`src/rtl/ipt_pkg.sv`:
```
package ipt_pkg;

    localparam int PID_W   = 8;
    localparam int VPN_W   = 12;
    localparam int FRAME_W = 6;
    localparam int IDX_W   = 3;
    localparam int ENTRIES = 1 << IDX_W;

    typedef logic [PID_W-1:0]   pid_t;
    typedef logic [VPN_W-1:0]   vpn_t;
    typedef logic [FRAME_W-1:0] frame_t;
    typedef logic [IDX_W-1:0]   idx_t;

    typedef struct packed {
        logic   valid;
        logic   used;
        logic   chained;
        idx_t   next;
        pid_t   pid;
        vpn_t   vpn;
        frame_t frame;
    } ipt_entry_t;

    typedef enum logic [1:0] {
        OP_LOOKUP = 2'd0,
        OP_INSERT = 2'd1,
        OP_INVAL  = 2'd2
    } ipt_op_e;

    typedef enum logic [1:0] {
        ST_IDLE = 2'd0,
        ST_WALK = 2'd1,
        ST_LINK = 2'd2
    } ipt_state_e;

    function automatic idx_t home_of(input vpn_t v, input int rows);
        return idx_t'(v % vpn_t'(rows));
    endfunction

endpackage

```
`src/rtl/ipt_table.sv`:
```
module ipt_table
    import ipt_pkg::*;
#(
    parameter int NUM_HOME = 4,
    localparam int NUM_OVF = ENTRIES - NUM_HOME
) (
    input  logic               clk,
    input  logic               rst,
    input  idx_t               rd_idx,
    output ipt_entry_t         rd_entry,
    input  logic               wr_en,
    input  idx_t               wr_idx,
    input  ipt_entry_t         wr_entry,
    output logic [NUM_OVF-1:0] ovf_used
);

    ipt_entry_t mem [ENTRIES];

    always_ff @(posedge clk) begin
        if (rst) begin
            for (int i = 0; i < ENTRIES; i++) begin
                mem[i] <= '0;
            end
        end else if (wr_en) begin
            mem[wr_idx] <= wr_entry;
        end
    end

    assign rd_entry = mem[rd_idx];

    for (genvar g = 0; g < NUM_OVF; g++) begin : g_used
        assign ovf_used[g] = mem[NUM_HOME + g].used;
    end

    AST_LINK_TO_OVF: assert property (@(posedge clk) disable iff (rst)
        (wr_en && wr_entry.chained) |-> (int'(wr_entry.next) >= NUM_HOME));

    AST_NEW_SLOT_FREE: assert property (@(posedge clk) disable iff (rst)
        (wr_en && int'(wr_idx) >= NUM_HOME && !mem[wr_idx].used)
            |-> (wr_entry.valid && !wr_entry.chained));

endmodule

```
`src/rtl/ipt_free_pick.sv`:
```
module ipt_free_pick
    import ipt_pkg::*;
#(
    parameter int NUM_HOME = 4,
    localparam int NUM_OVF = ENTRIES - NUM_HOME
) (
    input  logic [NUM_OVF-1:0] ovf_used,
    output logic               found,
    output idx_t               slot
);

    always_comb begin
        found = 1'b0;
        slot  = '0;
        for (int i = NUM_OVF - 1; i >= 0; i--) begin
            if (!ovf_used[i]) begin
                found = 1'b1;
                slot  = idx_t'(NUM_HOME + i);
            end
        end
    end

endmodule

```
`src/rtl/ipt_ctrl.sv`:
```
module ipt_ctrl
    import ipt_pkg::*;
#(
    parameter int NUM_HOME  = 4,
    parameter int MAX_VISIT = 8,
    localparam int CNT_W    = $clog2(MAX_VISIT + 1)
) (
    input  logic       clk,
    input  logic       rst,
    input  logic       lk_valid,
    output logic       lk_ready,
    input  pid_t       lk_pid,
    input  vpn_t       lk_vpn,
    output logic       rsp_valid,
    output logic       rsp_hit,
    output frame_t     rsp_frame,
    input  logic       mt_valid,
    output logic       mt_ready,
    input  logic       mt_op,
    input  pid_t       mt_pid,
    input  vpn_t       mt_vpn,
    input  frame_t     mt_frame,
    output logic       mt_done,
    output logic       mt_err,
    output idx_t       rd_idx,
    input  ipt_entry_t rd_entry,
    output logic       wr_en,
    output idx_t       wr_idx,
    output ipt_entry_t wr_entry,
    input  logic       free_ok,
    input  idx_t       free_idx
);

    localparam logic [CNT_W-1:0] VMAX = CNT_W'(MAX_VISIT);

    ipt_state_e        state;
    ipt_op_e           k_op;
    pid_t              k_pid;
    vpn_t              k_vpn;
    frame_t            k_frame;
    idx_t              cur;
    idx_t              slot;
    logic [CNT_W-1:0]  vcnt;

    ipt_entry_t e;
    logic       tag_hit;
    logic       more;
    logic       room;

    assign rd_idx   = cur;
    assign lk_ready = (state == ST_IDLE) && !mt_valid;
    assign mt_ready = (state == ST_IDLE);

    always_comb begin
        e        = rd_entry;
        tag_hit  = e.valid && (e.pid == k_pid) && (e.vpn == k_vpn);
        more     = e.chained && (vcnt < VMAX);
        room     = !e.chained && (vcnt < VMAX) && free_ok;
        wr_en    = 1'b0;
        wr_idx   = cur;
        wr_entry = e;
        if (state == ST_WALK) begin
            case (k_op)
                OP_INSERT: begin
                    if (!e.valid) begin
                        wr_en          = 1'b1;
                        wr_entry.valid = 1'b1;
                        wr_entry.used  = 1'b1;
                        wr_entry.pid   = k_pid;
                        wr_entry.vpn   = k_vpn;
                        wr_entry.frame = k_frame;
                    end else if (!more && room) begin
                        wr_en            = 1'b1;
                        wr_idx           = free_idx;
                        wr_entry.valid   = 1'b1;
                        wr_entry.used    = 1'b1;
                        wr_entry.chained = 1'b0;
                        wr_entry.next    = '0;
                        wr_entry.pid     = k_pid;
                        wr_entry.vpn     = k_vpn;
                        wr_entry.frame   = k_frame;
                    end
                end
                OP_INVAL: begin
                    if (tag_hit) begin
                        wr_en          = 1'b1;
                        wr_entry.valid = 1'b0;
                    end
                end
                default: ;
            endcase
        end else if (state == ST_LINK) begin
            wr_en            = 1'b1;
            wr_entry.chained = 1'b1;
            wr_entry.next    = slot;
        end
    end

    always_ff @(posedge clk) begin
        if (rst) begin
            state     <= ST_IDLE;
            k_op      <= OP_LOOKUP;
            k_pid     <= '0;
            k_vpn     <= '0;
            k_frame   <= '0;
            cur       <= '0;
            slot      <= '0;
            vcnt      <= '0;
            rsp_valid <= 1'b0;
            rsp_hit   <= 1'b0;
            rsp_frame <= '0;
            mt_done   <= 1'b0;
            mt_err    <= 1'b0;
        end else begin
            rsp_valid <= 1'b0;
            mt_done   <= 1'b0;
            mt_err    <= 1'b0;
            case (state)
                ST_IDLE: begin
                    if (mt_valid) begin
                        k_op    <= mt_op ? OP_INVAL : OP_INSERT;
                        k_pid   <= mt_pid;
                        k_vpn   <= mt_vpn;
                        k_frame <= mt_frame;
                        cur     <= home_of(mt_vpn, NUM_HOME);
                        vcnt    <= CNT_W'(1);
                        state   <= ST_WALK;
                    end else if (lk_valid) begin
                        k_op    <= OP_LOOKUP;
                        k_pid   <= lk_pid;
                        k_vpn   <= lk_vpn;
                        cur     <= home_of(lk_vpn, NUM_HOME);
                        vcnt    <= CNT_W'(1);
                        state   <= ST_WALK;
                    end
                end
                ST_WALK: begin
                    case (k_op)
                        OP_LOOKUP: begin
                            if (tag_hit) begin
                                rsp_valid <= 1'b1;
                                rsp_hit   <= 1'b1;
                                rsp_frame <= e.frame;
                                state     <= ST_IDLE;
                            end else if (more) begin
                                cur  <= e.next;
                                vcnt <= vcnt + 1'b1;
                            end else begin
                                rsp_valid <= 1'b1;
                                rsp_hit   <= 1'b0;
                                rsp_frame <= '0;
                                state     <= ST_IDLE;
                            end
                        end
                        OP_INSERT: begin
                            if (!e.valid) begin
                                mt_done <= 1'b1;
                                state   <= ST_IDLE;
                            end else if (more) begin
                                cur  <= e.next;
                                vcnt <= vcnt + 1'b1;
                            end else if (room) begin
                                slot  <= free_idx;
                                state <= ST_LINK;
                            end else begin
                                mt_done <= 1'b1;
                                mt_err  <= 1'b1;
                                state   <= ST_IDLE;
                            end
                        end
                        default: begin
                            if (tag_hit) begin
                                mt_done <= 1'b1;
                                state   <= ST_IDLE;
                            end else if (more) begin
                                cur  <= e.next;
                                vcnt <= vcnt + 1'b1;
                            end else begin
                                mt_done <= 1'b1;
                                state   <= ST_IDLE;
                            end
                        end
                    endcase
                end
                ST_LINK: begin
                    mt_done <= 1'b1;
                    state   <= ST_IDLE;
                end
                default: state <= ST_IDLE;
            endcase
        end
    end

    AST_RSP_PULSE: assert property (@(posedge clk) disable iff (rst)
        rsp_valid |=> !rsp_valid);

    AST_DONE_PULSE: assert property (@(posedge clk) disable iff (rst)
        mt_done |=> !mt_done);

    AST_ONE_IN_FLIGHT: assert property (@(posedge clk) disable iff (rst)
        (lk_valid && lk_ready) |=> (!lk_ready && !mt_ready));

    AST_MAINT_FIRST: assert property (@(posedge clk) disable iff (rst)
        (state == ST_IDLE && mt_valid && lk_valid) |=> (k_op != OP_LOOKUP));

    AST_VISIT_BOUND: assert property (@(posedge clk) disable iff (rst)
        (state == ST_WALK) |-> (vcnt >= CNT_W'(1) && vcnt <= VMAX));

    AST_HOME_START: assert property (@(posedge clk) disable iff (rst)
        (state == ST_IDLE && (mt_valid || lk_valid)) |=> (int'(cur) < NUM_HOME));

    AST_ERR_WITH_DONE: assert property (@(posedge clk) disable iff (rst)
        mt_err |-> mt_done);

    AST_MISS_ZERO_FRAME: assert property (@(posedge clk) disable iff (rst)
        (rsp_valid && !rsp_hit) |-> (rsp_frame == '0));

endmodule

```
`src/rtl/ipt_xlate.sv`:
```
module ipt_xlate
    import ipt_pkg::*;
#(
    parameter int NUM_HOME  = 4,
    parameter int MAX_VISIT = 8,
    localparam int NUM_OVF  = ENTRIES - NUM_HOME
) (
    input  logic               clk,
    input  logic               rst,
    input  logic               lk_valid,
    output logic               lk_ready,
    input  logic [PID_W-1:0]   lk_pid,
    input  logic [VPN_W-1:0]   lk_vpn,
    output logic               rsp_valid,
    output logic               rsp_hit,
    output logic [FRAME_W-1:0] rsp_frame,
    input  logic               mt_valid,
    output logic               mt_ready,
    input  logic               mt_op,
    input  logic [PID_W-1:0]   mt_pid,
    input  logic [VPN_W-1:0]   mt_vpn,
    input  logic [FRAME_W-1:0] mt_frame,
    output logic               mt_done,
    output logic               mt_err
);

    idx_t               rd_idx;
    ipt_entry_t         rd_entry;
    logic               wr_en;
    idx_t               wr_idx;
    ipt_entry_t         wr_entry;
    logic [NUM_OVF-1:0] ovf_used;
    logic               free_ok;
    idx_t               free_idx;

    ipt_table #(.NUM_HOME(NUM_HOME)) u_table (
        .clk      (clk),
        .rst      (rst),
        .rd_idx   (rd_idx),
        .rd_entry (rd_entry),
        .wr_en    (wr_en),
        .wr_idx   (wr_idx),
        .wr_entry (wr_entry),
        .ovf_used (ovf_used)
    );

    ipt_free_pick #(.NUM_HOME(NUM_HOME)) u_pick (
        .ovf_used (ovf_used),
        .found    (free_ok),
        .slot     (free_idx)
    );

    ipt_ctrl #(.NUM_HOME(NUM_HOME), .MAX_VISIT(MAX_VISIT)) u_ctrl (
        .clk       (clk),
        .rst       (rst),
        .lk_valid  (lk_valid),
        .lk_ready  (lk_ready),
        .lk_pid    (lk_pid),
        .lk_vpn    (lk_vpn),
        .rsp_valid (rsp_valid),
        .rsp_hit   (rsp_hit),
        .rsp_frame (rsp_frame),
        .mt_valid  (mt_valid),
        .mt_ready  (mt_ready),
        .mt_op     (mt_op),
        .mt_pid    (mt_pid),
        .mt_vpn    (mt_vpn),
        .mt_frame  (mt_frame),
        .mt_done   (mt_done),
        .mt_err    (mt_err),
        .rd_idx    (rd_idx),
        .rd_entry  (rd_entry),
        .wr_en     (wr_en),
        .wr_idx    (wr_idx),
        .wr_entry  (wr_entry),
        .free_ok   (free_ok),
        .free_idx  (free_idx)
    );

endmodule

```
`config.mk`:
```
export PLATFORM = sky130hd
export DESIGN_NAME = ipt_xlate
export DESIGN_NICKNAME = d
export VERILOG_FILES = /design/src/rtl/ipt_pkg.sv /design/src/rtl/ipt_table.sv /design/src/rtl/ipt_free_pick.sv /design/src/rtl/ipt_ctrl.sv /design/src/rtl/ipt_xlate.sv
export SDC_FILE = /design/constraint.sdc
export NUM_CORES = 1
export LEC_CHECK = 0
export ABC_AREA = 1
export BUFFER_PORTS_ARGS = -buffer_cell sky130_fd_sc_hd__buf_2
export CORE_MARGIN = 2
export CORE_UTILIZATION = 50
export DETAILED_ROUTE_END_ITERATION = 12
export HOLD_SLACK_MARGIN = 0.02
export PLACE_DENSITY = 0.67
export SLEW_MARGIN = 10
export SYNTH_ARGS = -nofsm -noshare
export SYNTH_HDL_FRONTEND = slang
export SYNTH_HIERARCHICAL = 1
export SYNTH_SLANG_ARGS = --single-unit
export TNS_END_PERCENT = 30
```
`constraint.sdc`:
```
create_clock -name clk -period 8 [get_ports clk]
set_input_delay 2.4 -clock clk [delete_from_list [all_inputs] [get_ports clk]]
set_output_delay 2.4 -clock clk [all_outputs]
set_load 0.02 [all_outputs]
```
Word level (Yosys, flattened, before mapping):

Memory sizes are Yosys's and may differ from the RTL's. A register that Yosys moved wholly into a read port is not among the register bits.
Cells that the tools add are included.

* register bits: 50
* memory bits (writable): 256
* bits of input ports: 51
* output and inout port bits: 12
* logic and storage cells: 136
* memories: 1

* add/subtract/negate cells: 1
* $lt $le $gt $ge: 1
* eq/ne operators: 12
* multiplexer cells: 80
* bitwise logic cells: 5
* reductions and logical operators: 23

Memories
* u_table.mem: depth 8, width 32, rd ports 5, clocked after Yosys merged registers in 1, write ports 8, RTL line ipt_table.sv:17 `ipt_entry_t mem [ENTRIES];`

Operator list (count)
* two-way mux 31 bit: 2
* two-way mux 26 bit: 2
* two-way mux 3 bit: 17
* two-way mux 4 bit: 9
* two-way mux 32 bit: 1
* OR reduction 32 bit: 1
* two-way mux 1 bit: 24
* two-way mux 12 bit: 2
* two-way mux 2 bit: 12
* two-way mux 8 bit: 2
* == test 12 bit: 1
* two-way mux 6 bit: 2
* == test 8 bit: 1
* one-hot mux 1 bit (2 select lines): 4
* one-hot mux 4 bit (2 select lines): 1
* logical AND 1 bit: 7
* != test 3 bit (second input constant): 2
* one-hot mux 3 bit (2 select lines): 1
* AND reduction 3 bit: 2
* NOT 1 bit: 5
* AND reduction 5 bit: 1
* adder 4 x 1 -> 4 bit (second input constant): 1
* == test 2 x 1 -> 1 bit (second input constant): 2
* == test 2 bit (second input constant): 2
* other kinds (13): 18

Depth between registers and ports, before layout:

Gate-level depths: netlist of run 1.
An unclocked memory read counts as a cell.

* word-level depth: 16
* mapped depth: 22
* depth with buffers taken out: 19

Hierarchy:

Netlist of run 1, hierarchy kept.

Modules (own cells, without submodules)
* ipt_table: instances 1, cells each 1451, area an instance 12597.1 um^2, seq. area each 7687.4 um^2
* ipt_ctrl: instances 1, cells each 511, area an instance 3235.6 um^2, seq. area each 1001.0 um^2
* ipt_free_pick: instances 1, cells each 10, area an instance 43.8 um^2, seq. area each 0.0 um^2

Worst setup path before layout of run 1:

OpenSTA, ideal clock, no wires.

* kind: input -> output
* start point: input port mt_valid
* end point: output port lk_ready
* arrival: 3.211 ns
* data required time: 5.600 ns
* path slack: 2.389 ns
* cell stages on the path: 4
* path buffers: 3
* path through: buf_2 buf_2 buf_1 nor2_1

* longest elaborated chain between the ends: 2

RTL lines
* from (decl): RTL line ipt_xlate.sv:17 `input logic mt_valid,`
* logical NOT 1 bit: RTL line ipt_ctrl.sv:51 `assign lk_ready = (state == ST_IDLE) && !mt_valid;`
* logical AND 1 bit: RTL line ipt_ctrl.sv:51
* to (decl): RTL line ipt_xlate.sv:11 `output logic lk_ready,`

Every way passes these cells.

==> results.yml, run 1 <==
outcome:
  status: "finished, final reports clean"
logic_synthesis:
  synth_cells: 1972
  yosys-top-cells-area: "edfxtp_1, nand2_1, inv_1"
  syn_avg_cell_area_um2: 8.05
  yosysSeqAreaShare_pct: 54.7
  synth_top_cell_by_area: "edfxtp_1"
  yosysWarningCount: 6
  syn_nets: 2030
  syn-cell-area_um2: 15900
  synthDistinctLibCells: 32
  ys_ff_latch: 306
  yosysTopAreaCellShare_pct: 48.4
worst_setup_path:
  rr_worst_depth: 19
  r2r_slack_ps: 1870
  endpoint_kind: "flop"
  startpoint_type: "flop"
  path_class: "flop to flop"
  required_ps: 8130
  worstReg2RegStart: "u_ctrl/rd_idx[0]$_SDFFE_PP0P_"
  worstPathArrival_ps: 6260
  rr_endpoint: "u_table/mem[3][12]$_SDFFCE_PN0P_"
  crit_fanout: 92
timing:
  min_period_over_period_pct: 76.7
  min_period_ps: 6130
  fin_setup_tns_ps: 0
  final_max_slew_viol_count: 0
  rsz0062_at_grt: "false"
  fmax_mhz: 163
  hold_viol: 0
  tightest_slew_ps: 1130
  setup_violations: 0
  slew_headroom_pct: 24.5
  finClkSkew_ps: 13.5
  layout_setup_ws_ps: 1870
floorplan:
  fp.dieW_um: 182
  io_pins: 63
  die_h_um: 182
  core_area_um2: 31400
  dieArea_um2: 33200
  start_util_pct: 50.6
  num_rows: 65
detailed_routing:
  dr.pass1.iters: 6
  num_vias: 12600
  antenna_left: 0
  wl_um: 42400
  drc: 0
  drtIter0Drc: 1314
  vias_per_cell: 5.25
  wl_per_cell_um: 17.6
cts:
  cts_tree: "done"
  htree_levels: 2
  cts_buffer_depth: 3
  post_cts_resize_count: 0
  clkSlewWorstSetupHoldPaths_ps: 60
  clock-sinks: 306
  ctsHoldBuffers: 0
  clock_latency_ps: 510
  cts_setup_buffers: 0
  root_buffer: "clkbuf_16"
  cts_buffers: 35
worst_hold_path:
  hold_start: "u_ctrl/rsp_frame[4]$_SDFFE_PP0P_"
  whs_endpoint: "u_ctrl/rsp_frame[4]$_SDFFE_PP0P_"
  holdPathStages: 2
  hold_path_class: "flop to flop"
job:
  max-cap-violations: 0
grt:
  overflow: 0
  grt_pass1_vias: 12200
  track_usage_pct: 25.7
  grt_max_degree: 93
  antenna_found_initial: 0
  grt_pass1_wl_um: 66200
placement:
  portBuffers: 62
  dpl_worst_slack_ps: 2060
  place.gp.congestion: 0.905
  hpwl_um: 24100
final_layout:
  multi_input_area_um2: 5170
  diodes: 0
  nets: 2035
  drive_gt1_share_pct: 8.14
  seqCellArea_um2: 8690
  area_delta_synth_final_pct: 9.23
  nFillCells: 2889
power_and_ir_drop:
  clkPwrFrac_pct: 29.2
  ir_worst_vdd_mv: 0.132
  seq_power_share_pct: 34.8
  p_leak_nw: 8.13
  switching_share_pct: 39.8
  p_sw_w: 0.00221
  internal_power_w: 0.00334
  comb_power_share_pct: 36.0
  powerDensity_nw_per_um2: 320
Yosys cell counts (all sizes together):
master	instances
a31o	1
buf	82
xnor2	1
clkbuf	20
or2	2
o22ai	5
a41oi	1
a21boi	2
a31oi	1
a211oi	39
nor2	328
edfxtp	256
nand3	150
mux2	8
ha	7
o21ai	35
a21oi	26
dfxtp	50
nand4	15
nand3b	1
nor3	4
inv	381
nand2	557
power groups by stage:
stage / logic [W] / clock network, W / registers, W
floorplan: 0.00142 / 0 / 0.00192
global placement: 0.00192 / 0 / 0.00196
detailed placement: 0.00194 / 0 / 0.00196
CTS: 0.00196 / 0.00165 / 0.00193
global route: 0.00223 / 0.00171 / 0.00194
finish: 0.00200 / 0.00162 / 0.00193
layout make-up:
type                       count  share of cell area, %
clock buffer                  46                   5.68
tap                          402                   2.90
clock inverter                17                  0.996
sequential                   306                   50.1
inverter                     381                   8.25
timing repair buffer          70                   2.21
multi-input combinational   1183                   29.8
logic make-up (layout without fill, tap and decap cells):
| family | Yosys count | count (layout) | synth area share (%) |
|---|---|---|---|
| AOI/OAI and AO/OA | 110 | 110 | 4.21 |
| DFF | 306 | 306 | 54.7 |
| muxes | 8 | 8 | 0.567 |
| buffers and inverters | 483 | 514 | 12.9 |
| xor gates and xnor gates | 1 | 1 | 0.0552 |
| adders and majority gates | 7 | 7 | 0.552 |
| and+or+nand+nor | 1057 | 1057 | 27.0 |
sequential cells by signal, summed over array words and instances (netlist names):
| signal | count |
|---|---|
| u_ctrl/vcnt | 4 |
| u_ctrl/k_vpn | 12 |
| u_table/mem | 256 |
| u_ctrl/rd_idx | 3 |
| u_ctrl/k_pid | 8 |
| u_ctrl/state | 2 |
| u_ctrl/mt_done | 1 |
| u_ctrl/slot | 3 |
| u_ctrl/k_frame | 6 |
| u_ctrl/rsp_valid | 1 |
| u_ctrl/k_op | 2 |
| u_ctrl/mt_err | 1 |
| u_ctrl/rsp_frame | 6 |
| u_ctrl/rsp_hit | 1 |
critical path: stages, from the launching register on:
cell and delay, ps:
dfxtp_4 680, clkinv_2 620, buf_12 440, nand2_1 130, nand3_1 70, nand2_1 100
nand2_1 50, nand2_1 240, inv_1 80, nand2_2 70, nand4_1 90, nor2_1 120
nand3_1 120, nor2_1 430, a21oi_1 130, o22ai_1 250, nand2_4 110, nor2_4 170
nand2_2 620, nand2_2 1120
layout by cell type, fill, tap and decap left out, types with 2 or more instances in the layout:
cell,synthesis,routed
clkinv_2,0,4
clkbuf_1,20,4
nor3_1,4,4
mux2_2,8,8
nand2_4,5,5
nand3_2,2,2
dfxtp_1,50,48
clkbuf_4,0,4
a21boi_0,2,2
ha_1,7,7
nand3_1,148,148
o21ai_1,5,4
inv_1,376,375
nand4_1,15,15
o21ai_0,30,30
nand2_1,546,538
a21oi_1,26,26
nor2_1,326,326
clkinv_1,0,10
nand2_2,6,14
bufinv_16,0,4
buf_4,7,7
a211oi_1,39,39
clkbuf_16,0,37
buf_2,51,62
nor2_4,2,2
o22ai_1,5,5
or2_2,2,2
edfxtp_1,256,256
inv_2,5,5
metal layers:
layer	global-route usage (%)	vias to the layer above	part of all wire, %
li1	-	6107	-
met1	35.0	5865	43
met2	41.1	592	45
met5	0	-	0
met4	8.71	0	2.2
met3	5.23	70	9.7
worst max path at each step:
stage,start,to,slack [ps]
6_report,u_ctrl/rd_idx[0]$_SDFFE_PP0P_,u_table/mem[3][12]$_SDFFCE_PN0P_,1870
5_1_grt,u_ctrl/rd_idx[0]$_SDFFE_PP0P_,u_table/mem[3][12]$_SDFFCE_PN0P_,1420
3_3_place_gp,u_ctrl/rd_idx[0]$_SDFFE_PP0P_,u_table/mem[3][15]$_SDFFCE_PN0P_,2100
2_1_floorplan,mt_valid,lk_ready,2390
3_5_place_dp,u_ctrl/rd_idx[0]$_SDFFE_PP0P_,u_table/mem[3][15]$_SDFFCE_PN0P_,2060
4_1_cts,u_ctrl/rd_idx[0]$_SDFFE_PP0P_,u_table/mem[3][12]$_SDFFCE_PN0P_,2030
stage by stage:
stage	power [W]	instance area (um^2)	std cells	hold slack [ps]	utilization (%)
CTS	0.00553	17300	2405	463	55.2
floorplan	0.00334	15900	1972	443	-
finish	0.00555	17300	2405	464	55.2
global placement	0.00388	16200	2342	450	51.6
global route	0.00589	17300	2405	481	55.2
detailed placement	0.00390	16200	2342	454	51.6
No activity file was read; power rests on OpenSTA's default activity.
==> run 2, diff against run 1 <==
--- a/config.mk
+++ b/config.mk
@@ -11,7 +11,7 @@
 export CORE_UTILIZATION = 50
 export DETAILED_ROUTE_END_ITERATION = 12
 export HOLD_SLACK_MARGIN = 0.02
-export PLACE_DENSITY = 0.67
+export PLACE_DENSITY = 0.69
 export SLEW_MARGIN = 10
 export SYNTH_ARGS = -nofsm -noshare
 export SYNTH_HDL_FRONTEND = slang
==> constraint.sdc (replaced) <==
create_clock -name clk -period 4.9 [get_ports clk]
set_input_delay 1.47 -clock clk [delete_from_list [all_inputs] [get_ports clk]]
set_output_delay 1.47 -clock clk [all_outputs]
set_load 0.02 [all_outputs]
==> results.yml, run 2 (same netlist as run 1, synthesis figures left out) <==
outcome:
  status: "finished, final reports clean"
timing:
  slew_headroom_pct: 28.6
  final_max_slew_viol_count: 0
  min_period_ps: 3990
  rsz0062_at_grt: "false"
  fmax_mhz: 250
  fin_setup_tns_ps: 0
  min_period_over_period_pct: 81.5
  setup_violations: 0
  finClkSkew_ps: 25.3
  tightest_slew_ps: 1070
  hold_viol: 0
placement:
  place_inst: 2367
  place_area_um2: 16500
  place.gp.congestion: 0.915
  portBuffers: 62
  hpwl_um: 26600
grt:
  track_usage_pct: 24.8
  grt_max_degree: 79
  grt_pass1_vias: 11900
  antenna_found_initial: 2
  grt_pass1_wl_um: 64200
  overflow: 0
cts:
  ctsHoldBuffers: 0
  post_cts_resize_count: 0
  clkSlewWorstSetupHoldPaths_ps: 60
  htree_levels: 1
  cts_tree: "done"
  clock_latency_ps: 580
  cts_buffer_depth: 3
  clock-sinks: 306
  cts_buffers: 31
  root_buffer: "clkbuf_16"
  cts_setup_buffers: 0
floorplan:
  core_area_um2: 31400
  num_rows: 65
  fp.dieW_um: 182
  dieArea_um2: 33200
  io_pins: 63
  start_util_pct: 50.6
  die_h_um: 182
power_and_ir_drop:
  p_leak_nw: 8.22
  powerDensity_nw_per_um2: 510
  comb_power_share_pct: 38.1
  ir_worst_vdd_mv: 0.292
  internal_power_w: 0.00533
  switching_share_pct: 40.2
  clkPwrFrac_pct: 27.1
  power.total_w: 0.00893
  p_sw_w: 0.00359
  seq_power_share_pct: 34.8
detailed_routing:
  antenna_left: 0
  wl_per_cell_um: 17.0
  drc: 0
  drtIter0Drc: 1247
  wl_um: 41200
  dr.pass1.iters: 6
  vias_per_cell: 5.21
  num_vias: 12600
worst_setup_path:
  rr_endpoint: "u_table/mem[2][11]$_SDFFCE_PN0P_"
  crit_fanout: 28
  critPathMostFrequentCell: "nand2_1"
  worstPathArrival_ps: 4250
  worstReg2RegStart: "u_ctrl/rd_idx[1]$_SDFFE_PP0P_"
  path_buf_inv: 4
  required_ps: 5150
  endpoint: "u_table/mem[2][11]$_SDFFCE_PN0P_"
  endpoint_kind: "flop"
  path_delay_family: "simple AND/OR/NAND/NOR gates"
  rr_worst_depth: 19
  slowest_stage: "inv_2"
  critPathLaunch: "u_ctrl/rd_idx[1]$_SDFFE_PP0P_"
  critical_path_depth: 19
  path_class: "flop to flop"
  r2r_slack_ps: 910
  crit_chain: "inv_2 > buf_4 > nand3_1 > nand2_1 > nand2_1 > nand2_1 > inv_1 > nand2_1 > nand4_1 > nor2_1 > nand3_1 > nor2_1 > a21oi_1 > o22ai_1 > nand2_4 > nor2_4 > nand2_4 > nand2_2 > buf_12"
  startpoint_type: "flop"
  cp_slowest_stage_delay_ps: 520
final_layout:
  final_cell_mix: "nand2_1, inv_1, nor2_1"
  area_delta_synth_final_pct: 10.3
  top_register: "u_table/mem"
  stdcell_area_um2: 17500
  multi_input_area_um2: 5170
  nets: 2056
  diodes: 0
  reg_top3: "u_table/mem x256, u_ctrl/k_vpn x12, u_ctrl/k_pid x8"
  nFillCells: 2835
  seqCellArea_um2: 8690
  largest_register_ffs: 256
  final_core_util_pct: 55.8
  layout.cells.non_filler: 2422
  drive_gt1_share_pct: 9.01
  final_common_cell: "nand2_1"
worst_hold_path:
  hold_start: "u_ctrl/rsp_frame[5]$_SDFFE_PP0P_"
  hold_path_class: "flop to flop"
job:
  max-cap-violations: 0
[run 2: how the worst min path moves through the flow]
stage	end	slack [ps]	cells past startpoint
5_1_grt	u_ctrl/rsp_frame[2]$_SDFFE_PP0P_	490	2
3_3_place_gp	u_ctrl/rsp_hit$_SDFFE_PP0P_	450	2
3_5_place_dp	u_ctrl/rsp_frame[5]$_SDFFE_PP0P_	460	2
4_1_cts	u_ctrl/rsp_frame[5]$_SDFFE_PP0P_	470	2
6_report	u_ctrl/rsp_frame[5]$_SDFFE_PP0P_	460	2
2_1_floorplan	u_ctrl/slot[1]$_SDFFE_PP0P_	440	2
[run 2: stage by stage]
step                setup slack [ps]  hold WS (ps)
floorplan                       1150           443
global placement                 985           452
detailed placement               947           457
CTS                              923           466
global route                     578           486
finish                           906           463
[run 2: layout make-up]
| type | count | area share (%) |
|---|---|---|
| timing repair buffer | 95 | 3.90 |
| sequential | 306 | 49.6 |
| multi-input combinational | 1183 | 29.5 |
| tap | 402 | 2.87 |
| clock inverter | 17 | 1.14 |
| clock buffer | 38 | 4.75 |
| inverter | 381 | 8.17 |
[run 2: power by group through the flow]
stage / registers, W / logic, W / clock network (W)
finish: 0.00311 / 0.00340 / 0.00242
floorplan: 0.00314 / 0.00231 / 0
global route: 0.00313 / 0.00379 / 0.00255
CTS: 0.00311 / 0.00336 / 0.00245
global placement: 0.00316 / 0.00331 / 0
detailed placement: 0.00316 / 0.00334 / 0
[run 2: tightest hold or removal path, delay by kind of cell, from the launching register on]
family | cells | cell delay [ps]
flops | 1 | 310
simple gates | 1 | 60
compound gates | 1 | 50
[run 2: routing by layer]
metal	vias to the layer above	routed length (um)	global-route usage (%)
li1	6145	-	-
met1	5809	17300	34.4
met2	580	18200	39.1
met3	94	4270	4.51
met4	2	1470	9.10
met5	-	13	0
